File: src/rtl/hq_pkg.sv
package hq_pkg;

  localparam int DWORD_W    = 32;
  localparam int LOG_DWORDS = 4;
  localparam int LOG_W      = DWORD_W * LOG_DWORDS;

  typedef struct packed {
    logic [LOG_W-1:0] hdr;
    logic [LOG_W-1:0] pfx;
    logic             hdr_ok;
    logic             pfx_ok;
  } payload_t;

  // Reverse the byte order inside every dword of a log
  function automatic logic [LOG_W-1:0] dword_byterev(input logic [LOG_W-1:0] d);
    logic [LOG_W-1:0] r;
    r = '0;
    for (int w = 0; w < LOG_DWORDS; w++) begin
      for (int b = 0; b < DWORD_W/8; b++) begin
        r[w*DWORD_W + (DWORD_W/8-1-b)*8 +: 8] = d[w*DWORD_W + b*8 +: 8];
      end
    end
    return r;
  endfunction

endpackage

File: src/rtl/hq_fifo.sv
module hq_fifo
  import hq_pkg::*;
#(
  parameter int DEPTH    = 8,
  parameter int STATUS_W = 32
) (
  input  logic                             clk,
  input  logic                             rst,
  input  logic                             push,
  input  logic                             pop,
  input  logic                             flush,
  input  logic [STATUS_W-1:0]              in_status,
  input  payload_t                         in_payload,
  output logic [STATUS_W-1:0]              head_status,
  output payload_t                         head_payload,
  output logic [STATUS_W-1:0]              status_or,
  output logic                             full,
  output logic                             empty,
  output logic [$clog2(DEPTH+1)-1:0]       count
);

  localparam int AW = (DEPTH > 1) ? $clog2(DEPTH) : 1;
  localparam int CW = $clog2(DEPTH+1);

  payload_t              pay_mem [DEPTH];
  logic [STATUS_W-1:0]   st_mem  [DEPTH];
  logic [DEPTH-1:0]      live;
  logic [AW-1:0]         wr_ptr, rd_ptr;
  logic [CW-1:0]         cnt;
  logic                  do_push, do_pop;

  function automatic logic [AW-1:0] step(input logic [AW-1:0] p);
    return (p == AW'(DEPTH-1)) ? '0 : p + 1'b1;
  endfunction

  assign full    = (cnt == CW'(DEPTH));
  assign empty   = (cnt == '0);
  assign do_push = push && !full && !flush;
  assign do_pop  = pop && !empty && !flush;
  assign count   = cnt;

  // Storage without reset so it maps onto distributed RAM
  always_ff @(posedge clk) begin
    if (do_push) begin
      pay_mem[wr_ptr] <= in_payload;
      st_mem[wr_ptr]  <= in_status;
    end
  end

  always_ff @(posedge clk) begin
    if (rst || flush) begin
      wr_ptr <= '0;
      rd_ptr <= '0;
      cnt    <= '0;
      live   <= '0;
    end else begin
      if (do_push) begin
        wr_ptr       <= step(wr_ptr);
        live[wr_ptr] <= 1'b1;
      end
      if (do_pop) begin
        rd_ptr       <= step(rd_ptr);
        live[rd_ptr] <= 1'b0;
      end
      case ({do_push, do_pop})
        2'b10:   cnt <= cnt + 1'b1;
        2'b01:   cnt <= cnt - 1'b1;
        default: cnt <= cnt;
      endcase
    end
  end

  assign head_payload = pay_mem[rd_ptr];
  assign head_status  = st_mem[rd_ptr];

  always_comb begin
    status_or = '0;
    for (int i = 0; i < DEPTH; i++) begin
      if (live[i]) status_or = status_or | st_mem[i];
    end
  end

endmodule

File: src/rtl/hq_log.sv
module hq_log
  import hq_pkg::*;
#(
  parameter int STATUS_W = 32,
  parameter int IDX_W    = 5
) (
  input  logic                clk,
  input  logic                rst,
  input  logic                load,
  input  logic                clear,
  input  logic [STATUS_W-1:0] ld_status,
  input  payload_t            ld_payload,
  input  logic                pfx_cap,
  output logic [IDX_W-1:0]    fep,
  output logic [LOG_W-1:0]    hdr_log,
  output logic [LOG_W-1:0]    pfx_log,
  output logic                pfx_flag
);

  logic [IDX_W-1:0] idx;
  logic             take_pfx;

  // Lowest set bit wins; the record is one-hot by contract
  always_comb begin
    idx = '0;
    for (int i = STATUS_W-1; i >= 0; i--) begin
      if (ld_status[i]) idx = IDX_W'(i);
    end
  end

  assign take_pfx = ld_payload.pfx_ok && pfx_cap;

  always_ff @(posedge clk) begin
    if (rst || (clear && !load)) begin
      fep      <= '0;
      hdr_log  <= '0;
      pfx_log  <= '0;
      pfx_flag <= 1'b0;
    end else if (load) begin
      fep      <= idx;
      hdr_log  <= ld_payload.hdr_ok ? dword_byterev(ld_payload.hdr) : '0;
      pfx_log  <= take_pfx ? dword_byterev(ld_payload.pfx) : '0;
      pfx_flag <= take_pfx;
    end
  end

endmodule

File: src/rtl/hdr_log_queue.sv
module hdr_log_queue
  import hq_pkg::*;
#(
  parameter int STATUS_W = 32,
  parameter int DEPTH    = 8,
  localparam int IDX_W   = (STATUS_W > 1) ? $clog2(STATUS_W) : 1,
  localparam int CW      = (DEPTH > 0) ? $clog2(DEPTH+1) : 1
) (
  input  logic                  clk,
  input  logic                  rst,
  input  logic                  rec_valid_i,
  input  logic [STATUS_W-1:0]   rec_status_i,
  input  logic [LOG_W-1:0]      rec_header_i,
  input  logic [LOG_W-1:0]      rec_prefix_i,
  input  logic                  rec_hdr_valid_i,
  input  logic                  rec_pfx_present_i,
  input  logic                  multi_en_i,
  input  logic                  pfx_supported_i,
  input  logic                  sts_wr_i,
  input  logic [STATUS_W-1:0]   unc_status_i,
  output logic [IDX_W-1:0]      fep_o,
  output logic                  pfx_valid_o,
  output logic [LOG_W-1:0]      hdr_log_o,
  output logic [LOG_W-1:0]      pfx_log_o,
  output logic [STATUS_W-1:0]   reassert_o,
  output logic                  overflow_o,
  output logic                  multi_cap_o
);

  localparam bit HAS_Q = (DEPTH > 0);

  payload_t            rec_pay, head_pay, ld_pay;
  logic [STATUS_W-1:0] head_st, q_or, ld_st;
  logic                q_full, q_empty;
  logic [CW-1:0]       q_count;
  logic                men, ptr_set;
  logic                wr_pop, wr_clear, wr_keep, wr_flush;
  logic                rec_q, rec_load, q_push, ovf_n;

  assign rec_pay  = '{hdr: rec_header_i, pfx: rec_prefix_i,
                      hdr_ok: rec_hdr_valid_i, pfx_ok: rec_pfx_present_i};

  assign men      = multi_en_i && HAS_Q;
  assign ptr_set  = unc_status_i[fep_o];

  // Software status write outcomes
  assign wr_pop   = sts_wr_i && !ptr_set && men && !q_empty;
  assign wr_clear = sts_wr_i && !ptr_set && !wr_pop;
  assign wr_keep  = sts_wr_i && ptr_set && men;
  assign wr_flush = sts_wr_i && ptr_set && !men;

  // Record outcomes; a status write wins a shared cycle
  assign rec_q    = rec_valid_i && !sts_wr_i && men && ptr_set;
  assign q_push   = rec_q && !q_full;
  assign ovf_n    = rec_q && q_full;
  assign rec_load = rec_valid_i && !sts_wr_i && !rec_q;

  assign ld_st    = wr_pop ? head_st  : rec_status_i;
  assign ld_pay   = wr_pop ? head_pay : rec_pay;

  generate
    if (HAS_Q) begin : g_queue
      hq_fifo #(
        .DEPTH    (DEPTH),
        .STATUS_W (STATUS_W)
      ) u_fifo (
        .clk          (clk),
        .rst          (rst),
        .push         (q_push),
        .pop          (wr_pop),
        .flush        (wr_flush),
        .in_status    (rec_status_i),
        .in_payload   (rec_pay),
        .head_status  (head_st),
        .head_payload (head_pay),
        .status_or    (q_or),
        .full         (q_full),
        .empty        (q_empty),
        .count        (q_count)
      );
    end else begin : g_noq
      assign head_st  = '0;
      assign head_pay = '0;
      assign q_or     = '0;
      assign q_full   = 1'b1;
      assign q_empty  = 1'b1;
      assign q_count  = '0;
    end
  endgenerate

  hq_log #(
    .STATUS_W (STATUS_W),
    .IDX_W    (IDX_W)
  ) u_log (
    .clk        (clk),
    .rst        (rst),
    .load       (rec_load || wr_pop),
    .clear      (wr_clear),
    .ld_status  (ld_st),
    .ld_payload (ld_pay),
    .pfx_cap    (pfx_supported_i),
    .fep        (fep_o),
    .hdr_log    (hdr_log_o),
    .pfx_log    (pfx_log_o),
    .pfx_flag   (pfx_valid_o)
  );

  always_ff @(posedge clk) begin
    if (rst) begin
      reassert_o <= '0;
      overflow_o <= 1'b0;
    end else begin
      reassert_o <= (wr_pop || wr_keep) ? q_or : '0;
      overflow_o <= ovf_n;
    end
  end

  assign multi_cap_o = HAS_Q;

endmodule

File: config.mk
export PLATFORM = sky130hd
export DESIGN_NAME = hdr_log_queue
export DESIGN_NICKNAME = d
export VERILOG_FILES = /design/src/rtl/hq_pkg.sv /design/src/rtl/hq_fifo.sv /design/src/rtl/hq_log.sv /design/src/rtl/hdr_log_queue.sv
export SDC_FILE = /design/constraint.sdc
export NUM_CORES = 2
export LEC_CHECK = 0
export BUFFER_PORTS_ARGS = -buffer_cell sky130_fd_sc_hd__buf_2
export CAP_MARGIN = 10
export CORE_MARGIN = 5
export CORE_UTILIZATION = 43
export DETAILED_ROUTE_END_ITERATION = 10
export PLACE_DENSITY_LB_ADDON = 0.1
export SLEW_MARGIN = 25
export SYNTH_ARGS = -nofsm -noshare
export SYNTH_HDL_FRONTEND = slang
export SYNTH_SLANG_ARGS = --single-unit
File: constraint.sdc
create_clock -name clk -period 34.1 [get_ports clk]
set_input_delay 0 -clock clk [delete_from_list [all_inputs] [get_ports clk]]
set_output_delay 0 -clock clk [all_outputs]
set_load 0.005 [all_outputs]
# == Word level (Yosys, flattened, before mapping) ==
# Memories as Yosys holds them, arrays and structs flattened. A register that Yosys moved wholly into a read port is not among the register bits.
# Index checks and enable logic that the tools add are counted.
# totals
ram_bits,2320
mem_bits_ro,0
n_memories,2
input_bits,328
output_inout_bits,296
latch_bits,0
ff_bits,313
# memory_table
name,depth,word_bits,rd,rd_clocked_by_memory_dff,write_ports,line_no,text
g_queue.u_fifo.pay_mem,8,258,1,1,1,hq_fifo.sv:25,payload_t pay_mem [DEPTH];
g_queue.u_fifo.st_mem,8,32,9,1,1,hq_fifo.sv:26,logic [STATUS_W-1:0] st_mem [DEPTH];
# classes
n_mux,62
bitwise,11
add_sub_neg,4
reduce_logical,37
multipliers,0
order_cmp,5
n_div,0
shift,0
eq_ne,5
# ops
op,n
32-bit two-way mux,9
258-bit two-way mux,1
128-bit two-way mux,2
32-bit OR,7
5-bit two-way mux,32
8-bit two-way mux,3
1-bit logical AND,21
3-bit two-way mux,6
1-bit zero test,9
8-bit bitwise AND,1
"3-bit by 4-bit < comparator with 1-bit output, second input constant",2
8-bit NOT,1
8-bit OR,1
4-bit one-hot mux with 2 select lines,1
"3-bit by 1-bit adder with 3-bit output, second input constant",2
1-bit demux with 3-bit select,2
"3-bit == test, second input constant",2
"3-bit by 1-bit >= comparator with 1-bit output, second input constant",2
"5-bit by 6-bit < comparator with 1-bit output, second input constant",1
1-bit binary-select mux with 5-bit select,1
1-bit two-way mux,5
"4-bit by 1-bit adder with 4-bit output, second input constant",1
"4-bit == test, second input constant",1
4-bit zero test,1
other kinds (7),10

# == Depth between registers and ports, before layout ==
# depth
depth_word,39
mapped_depth,19
mapped_depth_nobuf,14

# == Cells and area by module ==
# A second synthesis with hierarchy kept.
# hier_totals
cells_unflattened,5038
area_unflattened_um2,103136.4
# modules_own_cells
module,cells_each,n_inst,area_each_um2
hq_fifo,3649,1,89113.0
hq_log,942,1,8982.4
hdr_log_queue,447,1,5041.1

# == Worst setup path after synthesis ==
# OpenSTA, ideal clock, no wires.
# synth_path
path_type,reg-to-reg
from,register u_log.fep[1]
to,"memory g_queue.u_fifo.pay_mem[1][0] (netlist name), enable pin"
n_path_buf,2
arrival_ns,31.132
synth_period_minus_slack_ns,32.889
path_stages_with_launch,10
slack_ns,1.211
cell_sequence,dfxtp_1 -> buf_6 -> buf_6 -> mux2i_1 -> a22oi_1 -> nand3_2 -> nand4_4 -> nand2_1 -> or3b_1 -> nor4b_1
# synth_via
elab_chain_cells,8
# synth_lines
item,line_no,text
"start, declared",hq_log.sv:14,"output logic [IDX_W-1:0] fep,"
"start signal, assigned",hq_log.sv:40,fep <= idx;
1-bit binary-select mux with 5-bit select *,hdr_log_queue.sv:44,assign ptr_set = unc_status_i[fep_o];
1-bit two-way mux (not written as such) *,hdr_log_queue.sv:44,
"1-bit logical AND, on equally long branches","hdr_log_queue.sv:53, hdr_log_queue.sv:50",
"1-bit logical AND, on equally long branches","hdr_log_queue.sv:54, hdr_log_queue.sv:50",
1-bit logical AND / 1-bit zero test (equally long branches),hq_fifo.sv:38,assign do_push = push && !full && !flush;
1-bit logical AND *,hq_fifo.sv:38,
1-bit two-way mux *,hq_fifo.sv:44,if (do_push) begin
1-bit two-way mux (not written as such) *,hq_fifo.sv:45,pay_mem[wr_ptr] <= in_payload;
"end, declared",hq_fifo.sv:25,
# Every way passes the cells marked *; elsewhere a longest branch is shown, timed or not. The select of a mux whose other input is x is not followed.

# == Worst setup path after layout ==
# layout_path
from,register u_log.fep[1]
to,"memory g_queue.u_fifo.pay_mem[7][161] (netlist name), enable pin"
# The elaborated chain is that of the path after synthesis.

==> flow_summary.yaml <==
synthesis:
  syn_area_per_cell_um2: 19.2
  synth_edf_count: 2320
  yosysMostFrequentCell: "edfxtp_1"
  ys.flop_type: "edfxtp_1"
  yosysTopAreaCell: "edfxtp_1"
  synth_area_mm2: 0.102
  synth-seq-cells: 2636
  yosysSeqAreaShare: 0.746
  yosys_warnings: 0
  synth_commonest_cells: "edfxtp_1 (2320), mux4_2 (580), dfxtp_1 (316)"
  synth_cell_type_count: 69
  synth_top_area_frac: 0.684
  synthTopCellsByArea: "edfxtp_1 (68%), mux4_2 (13%), dfxtp_1 (6.2%), mux2i_1 (2.9%), a22oi_1 (2.3%)"
  ys_async_sr_fraction: 0
  synth_nets: 5653
  postSynthCellCount: 5317
sta:
  setup_viol: 0
  hold_violations: 0
  fin_worst_skew_ns: 0.0656
  tns_ns: 0
  fin_crit_ns: 6.30
  drv_slew: 0
  fin_crit_sh: 0.185
  rsz0062_at_grt: "no"
  max_slew_margin: 0.297
  tightest_slew_ns: 1.05
  clock.fmax_mhz: 159
layout:
  finalNetCount: 7004
  layout-drive-gt1-share: 0.258
  fin_util: 0.528
  syn2layout_area_growth_pct: 22.2
power_and_ir_drop:
  p_per_area_mw_per_mm2: 55.1
  p_leak_nw: 40.3
  peakVddDrop_mv: 0.0426
die:
  die_area_mm2: 0.247
  core_mm2: 0.236
  io_pins: 624
  die_w_um: 497
  fp-row-count: 178
  die_h_um: 497
  start_util: 0.432
clocking:
  cts_buffers: 301
  worstSkewPairLatency_ns: 0.91
  clkSlewWorstSetupHoldPaths_ns: 0.06
  htreeDepth: 5
  post_cts_buffers: 0
  cts_hold_buf: 661
  cts_tree: "built"
  clock_path_buffers: 4
  numClockSinks: 2636
  root_buffer: "clkbuf_16"
  postCtsResizedCells: 0
global_routing:
  grt_max_degree: 149
  grt_use_total: 0.217
  grt_pass1_vias: 58347
  grt_pass1_wl_mm: 399
  antenna_found_initial: 41
  overflow: 0
route:
  drt-total-wl_mm: 273
  drtPass1Iterations: 6
  drc: 0
  vias: 56274
  wl_per_cell_um: 27.1
  ant_nets: 0
  via_per_inst: 5.59
  drtIter0Drc: 4773
setup_path:
  crit_path_start_kind: "flip-flop"
  critPathTopFamily: "buffers and inverters"
  path_depth: 10
  critPathMaxFanout: 49
  worstPathBufferInverterCount: 3
  cp_cell_sequence: "mux2i_1 -> a211oi_1 -> nand3_1 -> nand4_4 -> nand2_1 -> or3b_1 -> nor3_2 -> buf_4 -> buf_4 -> buf_4"
  cp.required_ns: 34.60
  setup.worst_path.class: "reg -> reg"
  end_kind: "flip-flop"
  arrival_ns: 6.79
  max_stage_delay_ns: 1.00
  cp_slowest_cell: "dfxtp_1"
  cp_common_cell: "buf_4"
  reg2reg_depth: 10
flow_run:
  cap_violations: 0
worst_hold_path:
  min_path_cells: 6
  holdCritPathClass: "in -> reg"
placement:
  place_hpwl_mm: 148
  portBuffers: 622
  gp_congestion: 0.761
status:
  run_status: "completed"
[through the flow]
step	area (um2)	hold slack, ns	worst slack [ns]	power [W]	instances
final	124000	0.0642	27.80	0.00686	10073
after global routing	124000	0.0225	27.27	0.00708	10050
after CTS	124000	0.000139	27.75	0.00693	10042
after detailed placement	108000	0.271	27.74	0.00376	8853
after global placement	108000	0.278	27.72	0.00376	8853
after floorplan	102000	0.0773	1.21	0.00367	5317
[sequential cells by signal (all words and copies together), names as in the netlist, named ones only]
register                flops
u_log.fep                   5
g_queue.u_fifo.st_mem     256
u_log.pfx_flag              1
g_queue.u_fifo.rd_ptr       3
reassert_o                 32
u_log.hdr_log             128
g_queue.u_fifo.live         8
u_log.pfx_log             128
g_queue.u_fifo.wr_ptr       3
g_queue.u_fifo.count        4
overflow_o                  1
g_queue.u_fifo.pay_mem   2064
[worst reg2reg max path: stages, from the launching register on]
cell and delay (ns):
dfxtp_1 1.00, mux2i_1 0.20, a211oi_1 0.27, nand3_1 0.15
nand4_4 0.22, nand2_1 0.11, or3b_1 0.71, nor3_2 0.74
buf_4 0.76, buf_4 0.86, buf_4 0.82
[logic make-up after synthesis]
family,share of synthesized area
AO/OA/AOI/OAI,0.0500
XOR/XNOR,0.000344
adder cells (fa/ha/maj),0.00106
buffers and inverters,0.0173
flip-flops,0.746
multiplexers,0.159
other,0.0000368
AND/OR/NAND/NOR,0.0260
[routing by layer]
| metal | part of all wire | routed length [um] | GRT usage |
|---|---|---|---|
| met5 | 0.00055 | 149 | 0 |
| met4 | 0.024 | 6640 | 0.0540 |
| met3 | 0.068 | 18400 | 0.0457 |
| met2 | 0.48 | 130000 | 0.349 |
| met1 | 0.43 | 118000 | 0.306 |
[path summary, 6_finish.rpt]
check | start | to | slack, ns
max reg2reg | u_log.fep[1] | g_queue.u_fifo.pay_mem[7][161] | 27.80
min | rec_header_i[7] | u_log.hdr_log[31] | 0.06
max | u_log.fep[1] | g_queue.u_fifo.pay_mem[7][161] | 27.80
min reg2reg | u_log.pfx_flag | u_log.pfx_flag | 0.48
[cell usage in the layout, fill, tap and decap left out, types with 40 or more instances in the layout]
cell	n
a22oi_1	314
buf_2	622
buf_4	99
clkbuf_1	77
clkbuf_16	305
clkinv_1	40
dfxtp_1	313
dlygate4sd3_1	661
edfxtp_1	2320
mux2i_1	298
mux4_2	580
nand2_1	282
nor2_1	289
o21ai_0	269
[where the power goes]
part           switching [W]  total, W  internal, W
clock                0.00124   0.00309      0.00185
combinational       0.000135  0.000235    0.0000999
sequential        0.00000704   0.00353      0.00352
[area by class of cell]
cell class                      instances  area [um2]
Timing Repair Buffer                 1394       10700
Clock buffer                          416        8390
Clock inverter                        112        1050
Sequential cell                      2636       76000
Fill cell                           19075      111000
Tap cell                             3150        3940
Inverter                               22        82.6
Multi-Input combinational cell       2313       24200
Antenna cell                           30        75.1
Power figures use the tool's default switching activity.
